`src/rtl/cmpc_pkg.sv`:
```
package cmpc_pkg;

    localparam int CODE_W   = 3;
    localparam int DIV_W    = 2;
    localparam int MAX_CODE = (1 << CODE_W) - 1;
    localparam int MAX_LEN  = 1 << (MAX_CODE - 1);
    localparam int CNT_W    = $clog2(MAX_LEN) + 1;
    localparam int PCNT_W   = 2;

    typedef enum logic [1:0] {
        POL_BOTH = 2'b00,
        POL_RISE = 2'b01,
        POL_FALL = 2'b10,
        POL_NONE = 2'b11
    } pol_e;

    typedef struct packed {
        logic rise;
        logic fall;
    } edge_t;

    // Number of consecutive differing samples needed for a change; 0 = bypass.
    function automatic logic [CNT_W-1:0] filt_len(input logic [CODE_W-1:0] code);
        logic [CNT_W-1:0] one;
        one = {{(CNT_W-1){1'b0}}, 1'b1};
        if (code == '0) return '0;
        return one << (code - 1'b1);
    endfunction

    // Clocks per sample; the prescaler only applies at the longest code.
    function automatic logic [2:0] div_len(input logic [CODE_W-1:0] code,
                                           input logic [DIV_W-1:0]  fdiv);
        if (code != CODE_W'(MAX_CODE)) return 3'd1;
        case (fdiv)
            2'd1:    return 3'd2;
            2'd2:    return 3'd4;
            default: return 3'd1;
        endcase
    endfunction

    function automatic logic pol_hit(input pol_e pol, input edge_t e);
        case (pol)
            POL_BOTH: return e.rise | e.fall;
            POL_RISE: return e.rise;
            POL_FALL: return e.fall;
            default:  return 1'b0;
        endcase
    endfunction

endpackage

```
`src/rtl/cmpc_sync.sv`:
```
module cmpc_sync #(
    parameter int STAGES = 2
) (
    input  logic clk,
    input  logic rst,
    input  logic en,
    input  logic din,
    output logic dout,
    output logic adopt,
    output logic ready
);
    localparam int WARM_MAX = STAGES + 1;
    localparam int WARM_W   = $clog2(WARM_MAX + 1);

    logic [STAGES-1:0] chain;
    logic [WARM_W-1:0] warm;

    generate
        if (STAGES == 1) begin : g_single
            always_ff @(posedge clk) begin
                if (rst || !en) chain <= '0;
                else            chain <= din;
            end
        end else begin : g_multi
            always_ff @(posedge clk) begin
                if (rst || !en) chain <= '0;
                else            chain <= {chain[STAGES-2:0], din};
            end
        end
    endgenerate

    // Counts the enabled cycles until the chain holds live data.
    always_ff @(posedge clk) begin
        if (rst || !en)                     warm <= '0;
        else if (warm != WARM_W'(WARM_MAX)) warm <= warm + 1'b1;
    end

    assign dout  = chain[STAGES-1];
    assign adopt = en && (warm == WARM_W'(STAGES));
    assign ready = en && (warm == WARM_W'(WARM_MAX));

endmodule

```
`src/rtl/cmpc_filter.sv`:
```
module cmpc_filter
    import cmpc_pkg::*;
(
    input  logic              clk,
    input  logic              rst,
    input  logic              en,
    input  logic              adopt,
    input  logic              ready,
    input  logic              sample,
    input  logic [CODE_W-1:0] code,
    input  logic [DIV_W-1:0]  fdiv,
    output logic              level,
    output logic [CNT_W-1:0]  cnt_o
);
    logic              held;
    logic [CNT_W-1:0]  cnt;
    logic [PCNT_W-1:0] pcnt;
    logic [2:0]        div;
    logic [CNT_W-1:0]  len;
    logic              tick;
    logic              reach;

    assign div   = div_len(code, fdiv);
    assign len   = filt_len(code);
    assign tick  = ready && ({1'b0, pcnt} >= (div - 3'd1));
    assign reach = ({1'b0, cnt} + 1'b1) >= {1'b0, len};

    always_ff @(posedge clk) begin
        if (rst || !en) begin
            held <= 1'b0;
            cnt  <= '0;
            pcnt <= '0;
        end else if (adopt) begin
            held <= sample;
            cnt  <= '0;
            pcnt <= '0;
        end else if (ready) begin
            pcnt <= tick ? '0 : pcnt + 1'b1;
            if (code == '0) begin
                held <= sample;
                cnt  <= '0;
            end else if (tick) begin
                if (sample != held) begin
                    if (reach) begin
                        held <= sample;
                        cnt  <= '0;
                    end else begin
                        cnt <= cnt + 1'b1;
                    end
                end else begin
                    cnt <= '0;
                end
            end
        end
    end

    assign level = (code == '0) ? sample : held;
    assign cnt_o = cnt;

endmodule

```
`src/rtl/cmpc_edge.sv`:
```
module cmpc_edge
    import cmpc_pkg::*;
(
    input  logic       clk,
    input  logic       rst,
    input  logic       en,
    input  logic       adopt,
    input  logic       ready,
    input  logic       seed,
    input  logic       lvl,
    input  logic [1:0] pol,
    input  logic       wake_en,
    input  logic       clr_irq,
    input  logic       clr_wake,
    output logic       irq_flag,
    output logic       wake_flag,
    output logic       set_o
);
    logic  prev;
    edge_t ev;
    logic  hit;

    assign ev.rise = en && ready && lvl && !prev;
    assign ev.fall = en && ready && !lvl && prev;
    assign hit     = pol_hit(pol_e'(pol), ev);

    always_ff @(posedge clk) begin
        if (rst || !en) prev <= 1'b0;
        else if (adopt) prev <= seed;
        else            prev <= lvl;
    end

    always_ff @(posedge clk) begin
        if (rst) begin
            irq_flag  <= 1'b0;
            wake_flag <= 1'b0;
        end else begin
            if (hit)          irq_flag <= 1'b1;
            else if (clr_irq) irq_flag <= 1'b0;
            if (hit && wake_en) wake_flag <= 1'b1;
            else if (clr_wake)  wake_flag <= 1'b0;
        end
    end

    assign set_o = hit;

endmodule

```
`src/rtl/cmpout_cond.sv`:
```
module cmpout_cond
    import cmpc_pkg::*;
#(
    parameter int SYNC_STAGES = 2
) (
    input  logic              clk,
    input  logic              rst,
    input  logic              cmp_raw,
    input  logic              ch_en,
    input  logic              inv_en,
    input  logic [CODE_W-1:0] filt_code,
    input  logic [DIV_W-1:0]  fdiv_code,
    input  logic              pin_sel,
    input  logic [1:0]        edge_pol,
    input  logic              irq_en,
    input  logic              wake_en,
    input  logic              clr_irq,
    input  logic              clr_wake,
    output logic              comp_status,
    output logic              pin_out,
    output logic              irq_flag,
    output logic              wake_flag,
    output logic              irq
);
    logic             sync_q;
    logic             sync_adopt;
    logic             sync_ready;
    logic             cond;
    logic             filt_lvl;
    logic [CNT_W-1:0] filt_cnt;
    logic             ev_set;

    cmpc_sync #(.STAGES(SYNC_STAGES)) u_sync (
        .clk   (clk),
        .rst   (rst),
        .en    (ch_en),
        .din   (cmp_raw),
        .dout  (sync_q),
        .adopt (sync_adopt),
        .ready (sync_ready)
    );

    assign cond = sync_q ^ inv_en;

    cmpc_filter u_filt (
        .clk    (clk),
        .rst    (rst),
        .en     (ch_en),
        .adopt  (sync_adopt),
        .ready  (sync_ready),
        .sample (cond),
        .code   (filt_code),
        .fdiv   (fdiv_code),
        .level  (filt_lvl),
        .cnt_o  (filt_cnt)
    );

    cmpc_edge u_edge (
        .clk       (clk),
        .rst       (rst),
        .en        (ch_en),
        .adopt     (sync_adopt),
        .ready     (sync_ready),
        .seed      (cond),
        .lvl       (filt_lvl),
        .pol       (edge_pol),
        .wake_en   (wake_en),
        .clr_irq   (clr_irq),
        .clr_wake  (clr_wake),
        .irq_flag  (irq_flag),
        .wake_flag (wake_flag),
        .set_o     (ev_set)
    );

    assign comp_status = ch_en & filt_lvl;
    assign pin_out     = ch_en & (pin_sel ? filt_lvl : cond);
    assign irq         = irq_flag & irq_en;

endmodule

```
`config.mk`:
```
export PLATFORM = sky130hd
export DESIGN_NAME = cmpout_cond
export DESIGN_NICKNAME = d
export VERILOG_FILES = /design/src/rtl/cmpc_pkg.sv /design/src/rtl/cmpc_sync.sv /design/src/rtl/cmpc_filter.sv /design/src/rtl/cmpc_edge.sv /design/src/rtl/cmpout_cond.sv
export SDC_FILE = /design/constraint.sdc
export NUM_CORES = 1
export LEC_CHECK = 0
export BUFFER_PORTS_ARGS = -buffer_cell sky130_fd_sc_hd__buf_2
export CORE_MARGIN = 8
export CORE_UTILIZATION = 50
export DETAILED_ROUTE_END_ITERATION = 16
export PLACE_DENSITY = 0.75
export SYNTH_ARGS = -nofsm -noshare
export SYNTH_HDL_FRONTEND = slang
export SYNTH_HIERARCHICAL = 1
export SYNTH_SLANG_ARGS = --single-unit
```
`constraint.sdc`:
```
create_clock -name clk -period 2.3 [get_ports clk]
set_input_delay 0 -clock clk [delete_from_list [all_inputs] [get_ports clk]]
set_output_delay 0 -clock clk [all_outputs]
set_load 0.02 [all_outputs]
```
**Word-level counts from Yosys, hierarchy flattened**

Index checks and enable logic that the tools add are counted.

- Shifts and indexed selects: 1
- Add/subtract/negate cells: 6
- Eq/ne operators: 9
- Bitwise operators: 5
- Reductions and logical operators: 25
- Mux-type cells: 26
- Magnitude comparators: 2

Operators with widths:

| operator | count |
|---|---|
| two-way mux 7 bit | 6 |
| two-way mux 1 bit | 15 |
| logical AND 1 bit | 9 |
| nonzero test 3 bit | 3 |
| adder 7 x 1 -> 8 bit, second input constant | 1 |
| equality test 2 bit, second input constant | 4 |
| greater-or-equal comparator 8 x 7 -> 1 bit | 1 |
| nonzero test 2 bit | 4 |
| adder 7 x 1 -> 7 bit, second input constant | 1 |
| << shifter 1 x 3 -> 7 bit, first input constant | 1 |
| two-way mux 3 bit | 2 |
| one-hot mux 3 bit (2 select lines) | 1 |
| subtractor 3 x 1 -> 3 bit, second input constant | 2 |
| adder 2 x 1 -> 2 bit, second input constant | 2 |
| equality test 2 x 1 -> 1 bit, second input constant | 2 |
| AND reduction 4 bit | 1 |
| AND 1 bit | 3 |
| greater-or-equal comparator 2 x 3 -> 1 bit | 1 |
| logical NOT 1 bit | 3 |
| logical NOT 3 bit | 1 |
| inequality test 3 bit, second input constant | 1 |
| one-hot mux 1 bit (3 select lines) | 1 |
| logical NOT 2 bit | 1 |
| two-way mux 2 bit | 1 |
| other kinds (7) | 7 |

- Input port bits: 17
- Logic and storage cells: 82
- Register bits: 17
- Output and inout bits: 5

**Longest topological paths before layout**

- Depth after elaboration: 10
- Gate-level depth with buffers: 9
- Mapped depth without buffers: 9

**Cells and area by module**

Netlist, hierarchy kept.

By module, submodules not included:

| module | cells each | area each (µm²) | times used |
|---|---|---|---|
| cmpc_filter | 98 | 922.1 | 1 |
| cmpc_sync | 19 | 175.2 | 1 |
| cmpc_edge | 15 | 145.1 | 1 |
| cmpout_cond | 5 | 37.5 | 1 |

**Worst setup path after synthesis**

OpenSTA, ideal clock, no wires.

- Path type: register to register
- From: register u_filt.cnt[0], in the netlist u_filt/cnt_o[0]
- To: register u_filt.held
- Setup slack: 32 ps
- Path buffers: 0
- Data required time: 2,181 ps
- Arrival: 2,149 ps
- Stages on the path, launching flop included: 10
- Cell sequence: dfxtp_1 -> nand2_1 -> or3_1 -> nand2_1 -> ha_1 -> a21o_1 -> a221oi_2 -> o21ai_2 -> a221o_1 -> mux2i_1

- Word-level cells in the longest chain between the ends: 4

RTL lines:

| what | RTL line | text |
|---|---|---|
| start: declaration | cmpc_filter.sv:16 | `logic [CNT_W-1:0] cnt;` |
| start signal: assignment | cmpc_filter.sv:48 | `cnt <= cnt + 1'b1;` |
| adder 7 x 1 -> 8 bit | cmpc_filter.sv:26 | `assign reach = ({1'b0, cnt} + 1'b1) >= {1'b0, len};` |
| greater-or-equal comparator 8 x 7 -> 1 bit | cmpc_filter.sv:26 |  |
| nonzero test 3 bit (no line) | n/a |  |
| AND reduction 4 bit (no line) | n/a |  |
| end signal: assignment | cmpc_filter.sv:34 | `held <= sample;` |
| end signal: assignment | cmpc_filter.sv:40 | `held <= sample;` |
| end signal: assignment | cmpc_filter.sv:45 | `held <= sample;` |
| end: declaration | cmpc_filter.sv:15 | `logic held;` |

No other way between the ends.
A chain may end at the register's enable or synchronous reset.

**Final worst setup path**

- From: register u_filt.cnt[0], in the netlist u_filt/cnt_o[0]
- To: register u_filt.cnt[0], in the netlist u_filt/cnt_o[0]

- Word-level cells in the longest chain between the ends: 6
- Elaborated cells between the ends (all ways): 7
- Classes of those cells: add/sub: 2; order compare: 1; mux: 4

RTL lines:

| what | RTL line | text |
|---|---|---|
| adder 7 x 1 -> 8 bit | cmpc_filter.sv:26 |  |
| greater-or-equal comparator 8 x 7 -> 1 bit | cmpc_filter.sv:26 |  |
| two-way mux 7 bit (*) | cmpc_filter.sv:44 | `if (reach) begin` |
| two-way mux 7 bit (*) | cmpc_filter.sv:43 | `if (sample != held) begin` |
| two-way mux 7 bit (*) | cmpc_filter.sv:42 | `end else if (tick) begin` |
| two-way mux 7 bit (*) | cmpc_filter.sv:39 | `if (code == '0) begin` |

Mark *: on every way between the ends. The rest lies on a longest branch, timed or not. The select of a mux whose other input is x is not followed.

==> Implementation_results.wiki <==
{| class="wikitable"
! Metric !! Value
|-
| Post-synth net total || approximately 170
|-
| Combinational power share || around 17%
|-
| Worst Hold Path Cells || 2
|-
| Number of buffers on the longest clock path || 2
|-
| Via count of the first global-routing pass || approximately 1100
|-
| Net count, final || between 200 and 250
|-
| WP data arrival || around 2.5 ns
|-
| Worst reg2reg startpoint || u_filt/cnt_o[0]
|-
| Post-placement cell count || roughly 190
|-
| Share of the cycle needed by the critical path after routing || 98.5%
|-
| Number of rows created at floorplan || 18
|-
| Fraction of final layout cells sized beyond drive strength 1 || a little over a third
|-
| Layout overhead on the synthesized area || 27.7%
|-
| Switching power total || 0.163 mW
|-
| Maximum number of pins on one net before global-route repair || 12
|-
| Full die area || 4420 sq um
|-
| Critical path start-end classification || reg -> reg
|-
| Clk pwr share || 31.1%
|-
| Setup repair after global routing missed its margin || yes
|-
| Clock insertion delay at the later pin of the skew report || 0.30 ns
|-
| Clock root buffer master || clkbuf_4
|-
| Synth Area per Inst || about 9.4 sq um
|-
| Final total power || around 0.57 mW
|-
| Hold path endpoint || u_edge/prev
|-
| Maximum operating frequency || 0.442 GHz
|-
| Wire length of the first global-routing pass || 4.64 mm
|-
| Post-Synthesis Cell Area || 1280 sq um
|-
| Gr ovfl total || 0
|-
| Minimum setup slack among reg-to-reg paths || roughly 0.035 ns
|-
| Element type at the critical path start || register
|-
| Leading cell types in the layout, fill and taps excluded || buf_2, ha_1, dfxtp_1
|-
| Kind of path behind the tightest hold check || in -> reg
|-
| Antenna diodes || 0
|-
| Starting DRC count in detailed routing || 21
|-
| Via count || around 1100
|-
| Power per cell area || between 300 and 400 nW/um^2
|-
| Floorplan die width || between 60 and 70 um
|-
| Critical Path Fanout Max || 5
|-
| Number of top-level pins || 22
|-
| Worst IR Drop VDD || 348 uV
|-
| Share of the core filled with cells || between 60% and 70%
|-
| Source of the worst hold timing path || ch_en
|-
| Clock tree from TritonCTS || built
|-
| Sort of element at the end of the critical path || register
|-
| Gpl congestion || around 0.84
|-
| Number of antenna violations at the first check in global routing || 0
|-
| Status || finished, final reports clean
|-
| Register share of total power || between 50% and 60%
|-
| Transition time at the pin with the least slew margin || around 0.41 ns
|-
| Worst max-slew margin expressed relative to the limit || 72.3%
|-
| Drt total wl || about 3.0 mm
|-
| Hpwl dp || between 2 and 2.5 mm
|-
| Worst-path clk slew || about 0.12 ns
|-
| Antenna viol nets, final || 0
|-
| Cell Count, Final, Fillers Out || between 200 and 250
|-
| # clock sinks || 17
|-
| Number of I/O port buffers || 21
|-
| Number of remaining DRC errors || 0
|-
| Setup Total Neg Slack || 0 ns
|-
| Commonest non-fill, non-tap cell in the layout || buf_2
|-
| Total global routing track utilization || a little over an eighth
|-
| End of the worst register-to-register path || u_filt/cnt_o[0]
|-
| Height of the chip || 66.5 um
|-
| Clock buffer count from CTS || 3
|-
| Logic depth of the worst register-to-register path || 9
|-
| Number of warnings printed during yosys synthesis || 6
|-
| Shortest period the worst path allows || about 2.3 ns
|-
| Filler cell count || 214
|-
| Required time of the critical path || approximately 2.5 ns
|-
| Number of endpoints with negative hold slack in the final report || 0
|-
| Mean number of vias per cell || ~5.5
|-
| Max-Cap Viols || 0
|-
| Number of iterations in the first detailed-routing pass || 4
|-
| Final setup violation count || 0
|-
| Switching power share of the total || approximately 29%
|-
| Core Area || roughly 2500 sq um
|-
| Lkg Pwr || 0.717 nW
|-
| Initial core utilization || approximately 52%
|-
| H-Tree Level Count || 1
|-
| Pins over their slew limit || 0
|-
| Number of standard cells after synthesis || approximately 140
|-
| Internal cell power || ~0.40 mW
|-
| Average routed wire per standard cell || roughly 15 um
|-
| Clock tree skew after final layout || roughly 0.0058 ns
|}
[power by group through the flow]
stage,combinational (mW),sequential (mW),clock (mW)
global route,0.103,0.297,0.197
floorplan,0.0593,0.306,0
finish,0.0937,0.296,0.176
global placement,0.0784,0.306,0
CTS,0.0876,0.299,0.180
detailed placement,0.0820,0.306,0
[critical path, cell delays in order (launching register included)]
cell and delay [ns]:
dfxtp_4 0.39, nand2_2 0.07, or3_4 0.39, nand2_4 0.08, ha_4 0.19, a21o_1 0.16
a221oi_2 0.26, o21ai_2 0.15, or3_4 0.41, o21ai_2 0.11
[through the flow]
| stage | setup WS (ns) | hold slack [ns] | instance area [sq um] |
|---|---|---|---|
| floorplan | 0.0320 | 0.0761 | 1280 |
| global placement | -0.0260 | 0.217 | 1420 |
| detailed placement | -0.0162 | 0.223 | 1420 |
| CTS | 0.00157 | 0.0212 | 1520 |
| global route | -0.0645 | 0.0238 | 1630 |
| finish | 0.0350 | 0.0319 | 1630 |
[final cells by class]
cell class / count / area [sq um] / share of cell area, %
Tap cell: 30 / 37.5 / 2.30
Timing Repair Buffer: 34 / 218 / 13.4
Inverter: 8 / 30.0 / 1.84
Clock inverter: 1 / 7.51 / 0.460
Multi-Input combinational cell: 108 / 961 / 58.9
Clock buffer: 3 / 22.5 / 1.38
Sequential cell: 17 / 354 / 21.7
[worst max-delay path by stage]
| stage | start | end | slack [ns] |
|---|---|---|---|
| 4_1_cts | u_filt/cnt_o[4] | u_filt/held | 0.002 |
| 2_1_floorplan | u_filt/cnt_o[0] | u_filt/held | 0.03 |
| 3_5_place_dp | u_filt/cnt_o[2] | u_filt/held | -0.02 |
| 6_report | u_filt/cnt_o[0] | u_filt/cnt_o[0] | 0.04 |
| 5_1_grt | u_filt/cnt_o[1] | u_filt/cnt_o[0] | -0.06 |
| 3_3_place_gp | u_filt/cnt_o[0] | u_filt/cnt_o[5] | -0.03 |
[state kept, by name (all words and copies together), names as in the netlist]
name	count
u_edge/prev	1
u_filt/pcnt	2
u_sync/chain	2
u_edge/irq_flag	1
u_filt/held	1
u_filt/cnt_o	7
u_edge/wake_flag	1
u_sync/warm	2
[routing by layer]
| layer | vias to the layer above | track usage (%) | wire length [um] |
|---|---|---|---|
| met5 | - | 0 | 0 |
| met4 | 0 | 5.60 | 80 |
| met3 | 8 | 2.01 | 49 |
| met2 | 10 | 23.6 | 1600 |
| met1 | 523 | 14.6 | 1260 |
| li1 | 564 | - | - |
[repair_timing]
action / CTS / global route
buffers inserted: 0 / 2
gates resized for setup: 4 / 21
endpoints found under the setup margin: 5 / 8
hold buffers: 6 / 0
pin swaps: 0 / 8
endpoints found under the hold margin: 4 / 0
Note: power is estimated with default switching activity, not from simulation.
